===== config.mk =====
export PLATFORM = sky130hd
export DESIGN_NAME = prio_tracker
export DESIGN_NICKNAME = d
export VERILOG_FILES = /design/src/rtl/prio_tracker_pkg.sv /design/src/rtl/prio_level_map.sv /design/src/rtl/apr_bank.sv /design/src/rtl/lowest_set_idx.sv /design/src/rtl/prio_tracker.sv
export SDC_FILE = /design/constraint.sdc
export NUM_CORES = 1
export LEC_CHECK = 0
export ABC_AREA = 0
export CAP_MARGIN = 0
export CORE_MARGIN = 3
export CORE_UTILIZATION = 35
export CTS_BUF_LIST = sky130_fd_sc_hd__clkbuf_2 sky130_fd_sc_hd__clkbuf_4 sky130_fd_sc_hd__clkbuf_8
export CTS_CLUSTER_DIAMETER = 120
export DETAILED_ROUTE_END_ITERATION = 6
export PLACE_DENSITY = 0.49
export SYNTH_ARGS = -nofsm -noshare
export SYNTH_HDL_FRONTEND = slang
export SYNTH_SLANG_ARGS = --single-unit

===== constraint.sdc =====
create_clock -name clk -period 5.02 [get_ports clk]
set_clock_uncertainty 0.05 [all_clocks]
set_input_delay 0.502 -clock clk [delete_from_list [all_inputs] [get_ports clk]]
set_output_delay 0.502 -clock clk [all_outputs]
set_load 0.02 [all_outputs]

===== src/rtl/prio_tracker_pkg.sv =====
package prio_tracker_pkg;

  localparam int APR_W   = 32;
  localparam int APR_BIT_W = $clog2(APR_W);

  // number of APR_W-wide registers needed for the levels of one bank
  function automatic int reg_count(input int prio_w, input int min_bp);
    return ((1 << (prio_w - min_bp - 1)) + APR_W - 1) / APR_W;
  endfunction

endpackage


===== src/rtl/prio_level_map.sv =====
module prio_level_map
  import prio_tracker_pkg::*;
#(
  parameter int PRIO_W = 8,
  parameter int MIN_BP = 0,
  parameter int RIDX_W = 2
) (
  input  logic [PRIO_W-1:0]    prio,
  output logic [RIDX_W-1:0]    reg_idx,
  output logic [APR_BIT_W-1:0] bit_idx
);

  logic [31:0] level;

  always_comb begin
    level   = 32'(prio) >> (MIN_BP + 1);
    reg_idx = RIDX_W'(level >> APR_BIT_W);
    bit_idx = level[APR_BIT_W-1:0];
  end

endmodule


===== src/rtl/apr_bank.sv =====
module apr_bank
  import prio_tracker_pkg::*;
#(
  parameter int NREG   = 4,
  parameter int RIDX_W = (NREG > 1) ? $clog2(NREG) : 1
) (
  input  logic                    clk,
  input  logic                    rst_n,
  input  logic                    set_en,
  input  logic [RIDX_W-1:0]       set_reg,
  input  logic [APR_BIT_W-1:0]    set_bit,
  input  logic                    clr_en,
  output logic [NREG*APR_W-1:0]   bank_next
);

  // below_empty[r]: every register with a lower index is zero
  logic [NREG-1:0] below_empty;
  assign below_empty[0] = 1'b1;

  for (genvar r = 0; r < NREG; r++) begin : g_reg
    logic [APR_W-1:0] q_r;
    logic [APR_W-1:0] nxt_r;

    if (r < NREG - 1) begin : g_chain
      assign below_empty[r+1] = below_empty[r] && (q_r == '0);
    end

    always_comb begin
      nxt_r = q_r;
      if (set_en && set_reg == RIDX_W'(r)) begin
        nxt_r[set_bit] = 1'b1;
      end
      if (clr_en && below_empty[r] && q_r != '0) begin
        nxt_r = q_r & (q_r - APR_W'(1));
      end
    end

    always_ff @(posedge clk) begin
      if (!rst_n) q_r <= '0;
      else        q_r <= nxt_r;
    end

    assign bank_next[r*APR_W +: APR_W] = nxt_r;
  end

endmodule


===== src/rtl/lowest_set_idx.sv =====
module lowest_set_idx #(
  parameter int W     = 128,
  parameter int IDX_W = $clog2(W)
) (
  input  logic [W-1:0]     vec,
  output logic [IDX_W-1:0] idx,
  output logic             found
);

  always_comb begin
    idx   = '0;
    found = 1'b0;
    for (int i = W - 1; i >= 0; i--) begin
      if (vec[i]) begin
        idx   = IDX_W'(i);
        found = 1'b1;
      end
    end
  end

endmodule


===== src/rtl/prio_tracker.sv =====
module prio_tracker
  import prio_tracker_pkg::*;
#(
  parameter int PRIO_W      = 8,
  parameter int MIN_BP_PHYS = 0,
  parameter int MIN_BP_VIRT = 2,
  parameter bit VIRT        = 1'b0
) (
  input  logic              clk,
  input  logic              rst_n,
  input  logic              act_valid,
  input  logic [PRIO_W-1:0] act_prio,
  input  logic              act_grp1,
  input  logic              grp_en,
  input  logic              drop_valid,
  input  logic              drop_grp1,
  output logic [PRIO_W:0]   run_prio
);

  localparam int MIN_BP = VIRT ? MIN_BP_VIRT : MIN_BP_PHYS;
  localparam int NREG   = reg_count(PRIO_W, MIN_BP);
  localparam int RIDX_W = (NREG > 1) ? $clog2(NREG) : 1;
  localparam int FLAT_W = NREG * APR_W;
  localparam int IDX_W  = $clog2(FLAT_W);
  localparam int NBANK  = VIRT ? 1 : 2;
  localparam int RUN_W  = PRIO_W + 1;
  localparam logic [RUN_W-1:0] IDLE = RUN_W'(1) << PRIO_W;

  // the virtual interface has room for a single register only
  if (VIRT && NREG != 1) begin : g_virt_check
    $error("virtual variant needs more than one active-priority register");
  end

  logic [RIDX_W-1:0]    lvl_reg;
  logic [APR_BIT_W-1:0] lvl_bit;

  prio_level_map #(
    .PRIO_W (PRIO_W),
    .MIN_BP (MIN_BP),
    .RIDX_W (RIDX_W)
  ) u_map (
    .prio    (act_prio),
    .reg_idx (lvl_reg),
    .bit_idx (lvl_bit)
  );

  // bank chosen by each command; the virtual variant has only bank 0
  logic act_bank, drop_bank;
  assign act_bank  = (NBANK == 2) && grp_en && act_grp1;
  assign drop_bank = (NBANK == 2) && drop_grp1;

  logic [FLAT_W-1:0] bank_next [NBANK];

  for (genvar b = 0; b < NBANK; b++) begin : g_bank
    apr_bank #(
      .NREG   (NREG),
      .RIDX_W (RIDX_W)
    ) u_bank (
      .clk       (clk),
      .rst_n     (rst_n),
      .set_en    (act_valid && (act_bank == b[0])),
      .set_reg   (lvl_reg),
      .set_bit   (lvl_bit),
      .clr_en    (drop_valid && (drop_bank == b[0])),
      .bank_next (bank_next[b])
    );
  end

  logic [FLAT_W-1:0] merged;
  always_comb begin
    merged = '0;
    for (int b = 0; b < NBANK; b++) merged = merged | bank_next[b];
  end

  logic [IDX_W-1:0] low_idx;
  logic             low_found;

  lowest_set_idx #(
    .W     (FLAT_W),
    .IDX_W (IDX_W)
  ) u_find (
    .vec   (merged),
    .idx   (low_idx),
    .found (low_found)
  );

  logic [RUN_W-1:0] rebuilt_prio;
  assign rebuilt_prio = low_found ? (RUN_W'(low_idx) << (MIN_BP + 1)) : IDLE;

  always_ff @(posedge clk) begin
    if (!rst_n)          run_prio <= IDLE;
    else if (act_valid)  run_prio <= {1'b0, act_prio};
    else if (drop_valid) run_prio <= rebuilt_prio;
  end

endmodule


After elaboration in Yosys (flattened, before gate mapping)
Index checks and enable logic that the tools add are counted.

Bits in registers: 265. Input bits: 15. Output and inout bits: 9. Logic and storage cells: 366.

Add/sub/neg operators: 8. Magnitude comparators: 2. Equality and inequality tests: 3. Multiplexer cells: 277. Bitwise gates (word level): 19. Reduce and logical (&&, ||, !) cells: 48.

Operators by type and width (count): $mux W7 (128); $mux W32 (16); $and A32 B32 Y32 (8); $or A32 B32 Y32 (8); $reduce_bool A32 Y1 (8); $sub A32 B1 Y32 const B (8); $logic_not A32 Y1 (6); $mux W1 (129); $or A128 B128 Y128 (1); $logic_and A1 B1 Y1 (32); $mux W9 (3); $lt A5 B6 Y1 const B (1); $demux W1 S5 (1); $ge A5 B1 Y1 const B (1); $eq A2 B2 Y1 const B (2); $eq A2 B1 Y1 const B (1); $logic_not A2 Y1 (1); $not A1 Y1 (2); $reduce_bool A2 Y1 (1).

Longest topological paths before layout
Gate-level depths: netlist (run 1).

Depth in word-level cells: 139. Mapped depth: 18. Gate-level depth less buffers: 13.

Modules after synthesis
From an unflattened synthesis (run 1), not the netlist that was laid out.

Cells, all modules: 2198. Area total of the unflattened synthesis: 16130.5 µm².

Modules (own cells, without submodules): apr_bank (g_bank[0].u_bank) (times used 1, cells an instance 890, area an instance 6805.3 µm², sequential area each 2562.5 µm²); apr_bank (g_bank[1].u_bank) (times used 1, cells an instance 822, area an instance 6382.4 µm², sequential area each 2562.5 µm²); lowest_set_idx (times used 1, cells an instance 301, area an instance 1621.6 µm², sequential area each 0.0 µm²); prio_tracker (times used 1, cells an instance 178, area an instance 1268.7 µm², sequential area each 180.2 µm²); prio_level_map (times used 1, cells an instance 7, area an instance 52.6 µm², sequential area each 0.0 µm²).

Least setup slack after synthesis (run 1)
Ideal clock, no wire load.

Path type: register to register. From: reg g_bank[1].u_bank.g_reg[0].q_r[27]. To: reg run_prio[5]. Setup time: 0.117 ns. Arrival time: 4.544 ns. Required time: 4.853 ns. Setup slack: 0.309 ns. Stages on the path, launching flop included: 16. Buffers on the path: 2. Period minus slack after synthesis: 4.711 ns. Cell sequence: dfxtp_1 > or4_4 > or3_1 > buf_2 > or3_4 > or4_4 > buf_6 > or2_4 > or3_1 > a221o_1 > or4_4 > nor4_4 > nand4_1 > nand4_2 > nor4_2 > a22o_1.

Cells in the longest elaborated chain, start to end: 138. Elaborated cells between the ends (all ways): 279. Those cells by class: add/sub (1); mux (264); bitwise (3); reduce/logical (11).

RTL lines: start, declared (line apr_bank.sv:21) `logic [APR_W-1:0] q_r;`; start signal, assigned (line apr_bank.sv:40) `else q_r <= nxt_r;`; $logic_not A32 Y1 (line apr_bank.sv:25) `assign below_empty[r+1] = below_empty[r] && (q_r == '0);`; $logic_and A1 B1 Y1 (2 in a row) (line apr_bank.sv:25); $logic_and A1 B1 Y1 (2 in a row) (line apr_bank.sv:33) `if (clr_en && below_empty[r] && q_r != '0) begin`; $mux W32 (line apr_bank.sv:33); $or A128 B128 Y128 (*) (line prio_tracker.sv:72) `for (int b = 0; b < NBANK; b++) merged = merged | bank_next[b];`; $mux W7 / $mux W1 (equally long branches) (128 in a row) (line lowest_set_idx.sv:14) `if (vec[i]) begin`; $mux W9 (*) (line prio_tracker.sv:88) `assign rebuilt_prio = low_found ? (RUN_W'(low_idx) << (MIN_BP + 1)) : IDLE;`; $mux W9 (*) (line prio_tracker.sv:93) `else if (drop_valid) run_prio <= rebuilt_prio;`; $mux W9 (*) (line prio_tracker.sv:92) `else if (act_valid) run_prio <= {1'b0, act_prio};`; end signal, assigned (line prio_tracker.sv:92); end signal, assigned (line prio_tracker.sv:93); end, declared (line prio_tracker.sv:17) `output logic [PRIO_W:0] run_prio`.

Mark *: on every way between the ends. The rest lies on a longest branch, timed or not. The select of a mux whose other input is x is not followed. A chain may end at the register's enable or synchronous reset.

Worst setup path in the final report (run 1)
From: reg g_bank[0].u_bank.g_reg[2].q_r[0]. To: reg run_prio[5].

Cells in the longest elaborated chain, start to end: 137. Elaborated cells between the ends (all ways): 272. Those cells by class: add/sub (1); mux (262); bitwise (3); reduce/logical (6).

RTL lines (line): start, declared (apr_bank.sv:21); start signal, assigned (apr_bank.sv:40); $logic_not A32 Y1 (apr_bank.sv:25); $logic_and A1 B1 Y1 (apr_bank.sv:25); $logic_and A1 B1 Y1 (2 in a row) (apr_bank.sv:33); $mux W32 (apr_bank.sv:33); $or A128 B128 Y128 (*) (prio_tracker.sv:72); $mux W7 / $mux W1 (equally long branches) (128 in a row) (lowest_set_idx.sv:14); $mux W9 (*) (prio_tracker.sv:88); $mux W9 (*) (prio_tracker.sv:93); $mux W9 (*) (prio_tracker.sv:92).

Marks and branches as above.

==> metrics.cfg, run 1 <==
[floorplanning]
ioPinCount = 24
initial_core_util = 0.359
die_w_um = 217
rows = 76
coreArea_mm2 = 0.0436
dieArea_mm2 = 0.0472
die_y_um = 217

[grt]
grt_pass1_wl_um = 118000
antenna_found_initial = 4
grt.overflow.total = 0
grt_use_total = 0.332
grt_max_degree = 101
grt_pass1_vias = 18300

[pwr]
p_per_area_mw_per_mm2 = 252
power.leakage_uw = 0.00909
power.total_uw = 5330
irDropWorstVdd_v = 0.000201

[yosys]
ys_warn_count = 0
synth-main-ff-cell = dfxtp_1
synth-async-reset-ratio = 0
synth_cell_types = 79
synth_seq_cells = 265
synthesis.nets = 2114
synth_top_area_share = 0.340
netlist_instances = 2099
ys_seq_area_frac = 0.340
synth_edf_count = 0
yosysMostFrequentCell = nor2_1
synth.area.top_cells = dfxtp_1, nor2_1, nor3_1
synth_commonest_cells = nor2_1, dfxtp_1, nor3_1
synth_area_mm2 = 0.0156
syn_avg_cell_area_um2 = 7.44
synth_area_leader_cell = dfxtp_1

[detailed_routing]
via_count = 19500
drt_pass1_iterations = 7
wl_um = 81200
routedWlPerCell_um = 25.9
route.antenna.remaining_nets = 0
drc = 0
first_iter_violations = 1990
post_drt_via_cell_ratio = 6.22

[cts]
clkTransAtPathRegs_ps = 60
cts_root_buffer = clkbuf_8
cts_tree = done
cts.sinks = 265
clock_latency_ps = 680
cts_max_level = 2
numCtsBuffers = 51
cts_buffer_depth = 3

[timing]
hold_viol_final = 0
setup_violations = 0
finalCritPeriodShare = 0.987
rsz0062_at_grt = true
max-slew-margin-rel = 0.360
max_freq_mhz = 202
finalCriticalPeriod_ps = 4950
maxSlewViolCount = 0
worstMarginPinSlew_ps = 960

[worst_setup_path]
worst-path-buf-inv = 2
cpLargestDelayFamily = simple AND/OR/NAND/NOR gates
r2r_slack_ps = 70
critPathKind = register to register
endpoint_kind = register
crit_slowest_cell = or4b_4
rr_startpoint = g_bank[0].u_bank.g_reg[2].q_r[0]
slowest_delay_ps = 620
critPathLaunch = g_bank[0].u_bank.g_reg[2].q_r[0]
startpoint_type = register
crit_top_cell = or4_4
crit_chain = or4_4, or4_4, or4b_4, and4b_2, nand3_2, buf_6, o32ai_1, buf_4, nand2_1, or4_4, nor4_4, nand4_1, nand4_4, nor4_2, a22o_1
crit_arrival_ps = 5440
cp_max_fo = 6
worstPathRequired_ps = 5510

[placement]
place.gp.congestion = 1.04
io_buffers = 23
hpwlAfterDp_um = 63700
dpl_cell_area_mm2 = 0.0195

[worst_hold_path]
hp-class = primary input to register
min_from = act_prio[0]

[outcome]
outcome = complete, no violations

[finish]
layout-drive-gt1-share = 0.259
final_cell_area_mm2 = 0.0211
nets = 2525
area_growth_pct = 35.3

[run]
drv_cap = 0

layout make-up:
| cell class | instances | area [um^2] |
|---|---|---|
| antenna | 2 | 5.00 |
| clock inverter | 7 | 62.6 |
| sequential | 265 | 5310 |
| clock buffer | 88 | 1120 |
| fill | 4482 | 22400 |
| timing repair buffer | 473 | 3700 |
| tap | 585 | 732 |
| multi-input combinational | 1704 | 10100 |
| inverter | 15 | 61.3 |
metrics by stage:
step	hold slack (ps)	utilization	setup TNS, ps	setup WS [ps]	cells
2_1_floorplan	404	-	0	309	2099
3_3_place_gp	428	0.448	-726	-230	3031
3_5_place_dp	442	0.448	-781	-234	3031
4_1_cts	394	0.476	0	5.70	3126
5_1_grt	450	0.485	-195	-57.7	3137
6_report	433	0.485	0	67.6	3139
routing by layer:
layer  GRT usage  share of wire
met1       0.426           0.41
met2       0.535           0.45
met3      0.0658          0.082
met4       0.165          0.058
met5           0        0.00057
tightest hold or removal path, cell delays in order:
cell             delay (ps)
clkdlybuf4s50_1         460
a21oi_1                  60
nor2_1                   70
layout by cell type (no fill, tap or decap), types with 10 or more instances in the layout:
cell type	n
o32ai_1	23
and2_1	51
o21ai_0	78
a22oi_1	14
and3_1	35
a21o_1	11
a31o_2	11
clkbuf_8	74
or4_4	11
a211oi_1	76
dfxtp_1	265
nand4b_1	10
nand2b_1	14
o211ai_1	22
nand3_1	62
or4_1	34
a31oi_1	45
nand2_1	150
or3_1	49
nor2b_1	13
nor4_1	57
nor2_1	276
or2_2	27
buf_4	440
o2111ai_1	11
nand4_1	45
nor4_2	12
clkdlybuf4s50_1	22
clkbuf_4	14
nor3_1	169
o22ai_1	55
o31ai_1	28
inv_1	14
a21oi_1	138
registers in the layout (all words and copies together), names as in the netlist:
register,count
g_bank.u_bank.g.q_r,256
run_prio,9
final timing paths:
check	end	cells past startpoint
min reg2reg	g_bank[1].u_bank.g_reg[1].q_r[19]	2
max	run_prio[5]	15
min	run_prio[0]	3
max reg2reg	run_prio[5]	15
cell families (layout without fill, tap and decap cells):
group                      Yosys count  in the layout  share of synthesized area
buffers and inverters              130            583                     0.0321
DFF                                265            265                      0.340
and+or+nand+nor                   1074           1074                      0.358
other                                0              2                          0
AOI/OAI and AO/OA                  629            629                      0.269
adders and majority gates            1              1                   0.000641
where the power goes:
part           switching (uW)  internal (uW)
logic                     447            269
registers                14.9           2120
clock network            1030           1450
total                    1500           3840
repair_timing:
| item | in CTS | in global routing |
|---|---|---|
| endpoints found under the setup margin | 4 | 7 |
| gates resized for setup | 3 | 64 |
| setup buffers | 0 | 10 |
| hold buffers | 0 | 0 |
| cloned | 0 | 1 |
| pin swaps | 1 | 16 |
| hold endpoints to repair | 0 | 0 |
Power figures use the tool's default switching activity.
==> inputs of run 2 (changes only) <==
CORE_ASPECT_RATIO = 1.1   (was not set)
==> run 2 against run 1 <==
Against the previous run: die area is essentially flat; maximum frequency shrank 0.73%; sequential share of layout area shrank 0.83 points; count of clock-buffer cells in the layout shrank 6; largest power group unchanged; highest routed layer is now met4.
==> metrics.cfg, run 2 (synthesis results as in run 1) <==
[outcome]
outcome = complete, no violations

[timing]
hold_viol_final = 0  ; unchanged
finalCritPeriodShare = 0.994  ; +0.00729
worstMarginPinSlew_ps = 972  ; +12.7 ps
max-slew-margin-rel = 0.352  ; -0.00846
finalCriticalPeriod_ps = 4990  ; +36.6 ps
tns_ps = 0  ; unchanged
holdWs_ps = 179  ; -254 ps
setup_violations = 0  ; unchanged
maxSlewViolCount = 0  ; unchanged
rsz0062_at_grt = true
max_freq_mhz = 200  ; -0.73%

[worst_setup_path]
critPathLaunch = g_bank[1].u_bank.g_reg[1].q_r[15]
critPathKind = register to register
r2r_slack_ps = 30  ; -40 ps
endpoint_kind = register
crit_arrival_ps = 5480  ; +40 ps
r2r-end = run_prio[5]
crit_path_end = run_prio[5]
worstPathRequired_ps = 5510  ; about the same
rr_startpoint = g_bank[1].u_bank.g_reg[1].q_r[15]
cp_max_fo = 5  ; -1
startpoint_type = register
worstRegToRegCells = 16  ; +1

[finish]
final_cell_area_mm2 = 0.0218  ; +3.4%
area_growth_pct = 39.9
layout-drive-gt1-share = 0.293  ; +0.0333
final_cells = 3218  ; +2.5%
regMostFlops = g_bank.u_bank.g.q_r
fin_util = 0.500  ; +0.0144
top_regs = g_bank.u_bank.g.q_r x256, run_prio x9
largest_register_ffs = 256  ; unchanged
final_cell_mix = buf_4, nor2_1, dfxtp_1
diodes = 0  ; -2
fill_cells = 4401  ; -1.8%
final_common_cell = buf_4
nets = 2625  ; +4.0%

[detailed_routing]
post_drt_via_cell_ratio = 6.23  ; +0.15%
drt_pass1_iterations = 5  ; -2
routedWlPerCell_um = 26.5  ; +2.3%
first_iter_violations = 2013  ; +1.2%
via_count = 20100  ; +2.7%
wl_um = 85100  ; +4.8%
route.antenna.remaining_nets = 0  ; unchanged
drc = 0  ; unchanged

[floorplanning]
ioPinCount = 24  ; unchanged
die_y_um = 228  ; +4.7%
coreArea_mm2 = 0.0437  ; +0.44%
initial_core_util = 0.357  ; -0.00156
dieArea_mm2 = 0.0472  ; about the same
die_w_um = 207  ; -4.5%
rows = 80  ; +5.3%

[placement]
dpl_cell_area_mm2 = 0.0203  ; +4.0%
dp.cells = 3126  ; +3.1%
place.gp.congestion = 1.03  ; -0.56%
io_buffers = 23  ; unchanged
hpwlAfterDp_um = 67300  ; +5.7%

[cts]
cts_hold_buffers = 0  ; unchanged
numCtsBuffers = 50  ; -2.0%
cts_max_level = 2  ; unchanged
cts_root_buffer = clkbuf_8
cts_buffer_depth = 3  ; unchanged
cts.sinks = 265  ; unchanged
cts_tree = done
clock_latency_ps = 660  ; -20 ps
clkTransAtPathRegs_ps = 60  ; about the same

[pwr]
irDropWorstVdd_v = 0.000219  ; +8.8%
power.leakage_uw = 0.00951  ; +4.6%
p_per_area_mw_per_mm2 = 237  ; -6.2%

[grt]
grt_max_degree = 102  ; +0.99%
antenna_found_initial = 1  ; -3
grt_pass1_vias = 19200  ; +4.8%
grt.overflow.total = 0  ; unchanged
grt_pass1_wl_um = 124000  ; +4.7%
grt_use_total = 0.347  ; +0.0148

[worst_hold_path]
hp-class = primary input to register

[run]
drv_cap = 0  ; unchanged

-- run 2: how the worst min path moves through the flow --
stage / from / endpoint / slack, ps / depth (start not counted)
floorplan: g_bank[0].u_bank.g_reg[3].q_r[17] / g_bank[0].u_bank.g_reg[3].q_r[17] / 400 / 2
global placement: g_bank[0].u_bank.g_reg[3].q_r[17] / g_bank[0].u_bank.g_reg[3].q_r[17] / 440 / 2
detailed placement: g_bank[0].u_bank.g_reg[3].q_r[17] / g_bank[0].u_bank.g_reg[3].q_r[17] / 430 / 2
CTS: rst_n / g_bank[1].u_bank.g_reg[3].q_r[17] / 130 / 3
global route: rst_n / g_bank[1].u_bank.g_reg[3].q_r[17] / 180 / 3
finish: rst_n / g_bank[1].u_bank.g_reg[3].q_r[17] / 180 / 3
-- run 2: power breakdown --
part / leakage [uW] / total, uW / switching (uW) / internal (uW)
Clock: 0.000561 / 2300 / 1010 / 1290
Sequential: 0.00214 / 2130 / 14.8 / 2120
Combinational: 0.00681 / 750 / 463 / 287
-- run 2: timing repair --
item / 4_1_cts / 5_1_grt
buffers inserted: 0 / 6
pin swaps: 2 / 27
resized for setup: 12 / 81
endpoints found under the setup margin: 8 / 7
-- run 2: metal layers --
metal | part of all wire | track usage | wire length [um]
met5 | 0 | 0 | 0
met4 | 0.060 | 0.184 | 5080
met3 | 0.078 | 0.0509 | 6640
met1 | 0.40 | 0.431 | 33800
met2 | 0.47 | 0.588 | 39600
-- run 2: worst max-delay path: stages, from the launching register on --
cell      delay (ps)
dfxtp_1          360
or4_1            540
or3_4            370
or3_4            460
or4_4            590
buf_4            190
o31ai_2          300
o211ai_1         220
nor4_2           210
buf_4            160
nand3_1          170
nor4_4           390
buf_4            170
nand4_1          200
nand4_4          180
nor4_2            70
a22o_1           230
-- run 2: through the flow --
step / setup slack, ps / total power [uW]
final: 31.1 / 5180
after floorplan: 309 / 2480
after CTS: 9.06 / 5180
after global placement: -508 / 2880
after global routing: -122 / 5310
after detailed placement: -615 / 2870
-- run 2: area by class of cell --
class / count / area [um^2] / share of cell area
clock buffers: 82 / 997 / 0.0456
clock inverters: 4 / 45.0 / 0.00206
inverters: 15 / 61.3 / 0.00281
multi-input cells: 1704 / 10300 / 0.470
flip-flops and latches: 265 / 5310 / 0.243
well taps: 574 / 718 / 0.0329
repair buffers: 574 / 4450 / 0.204
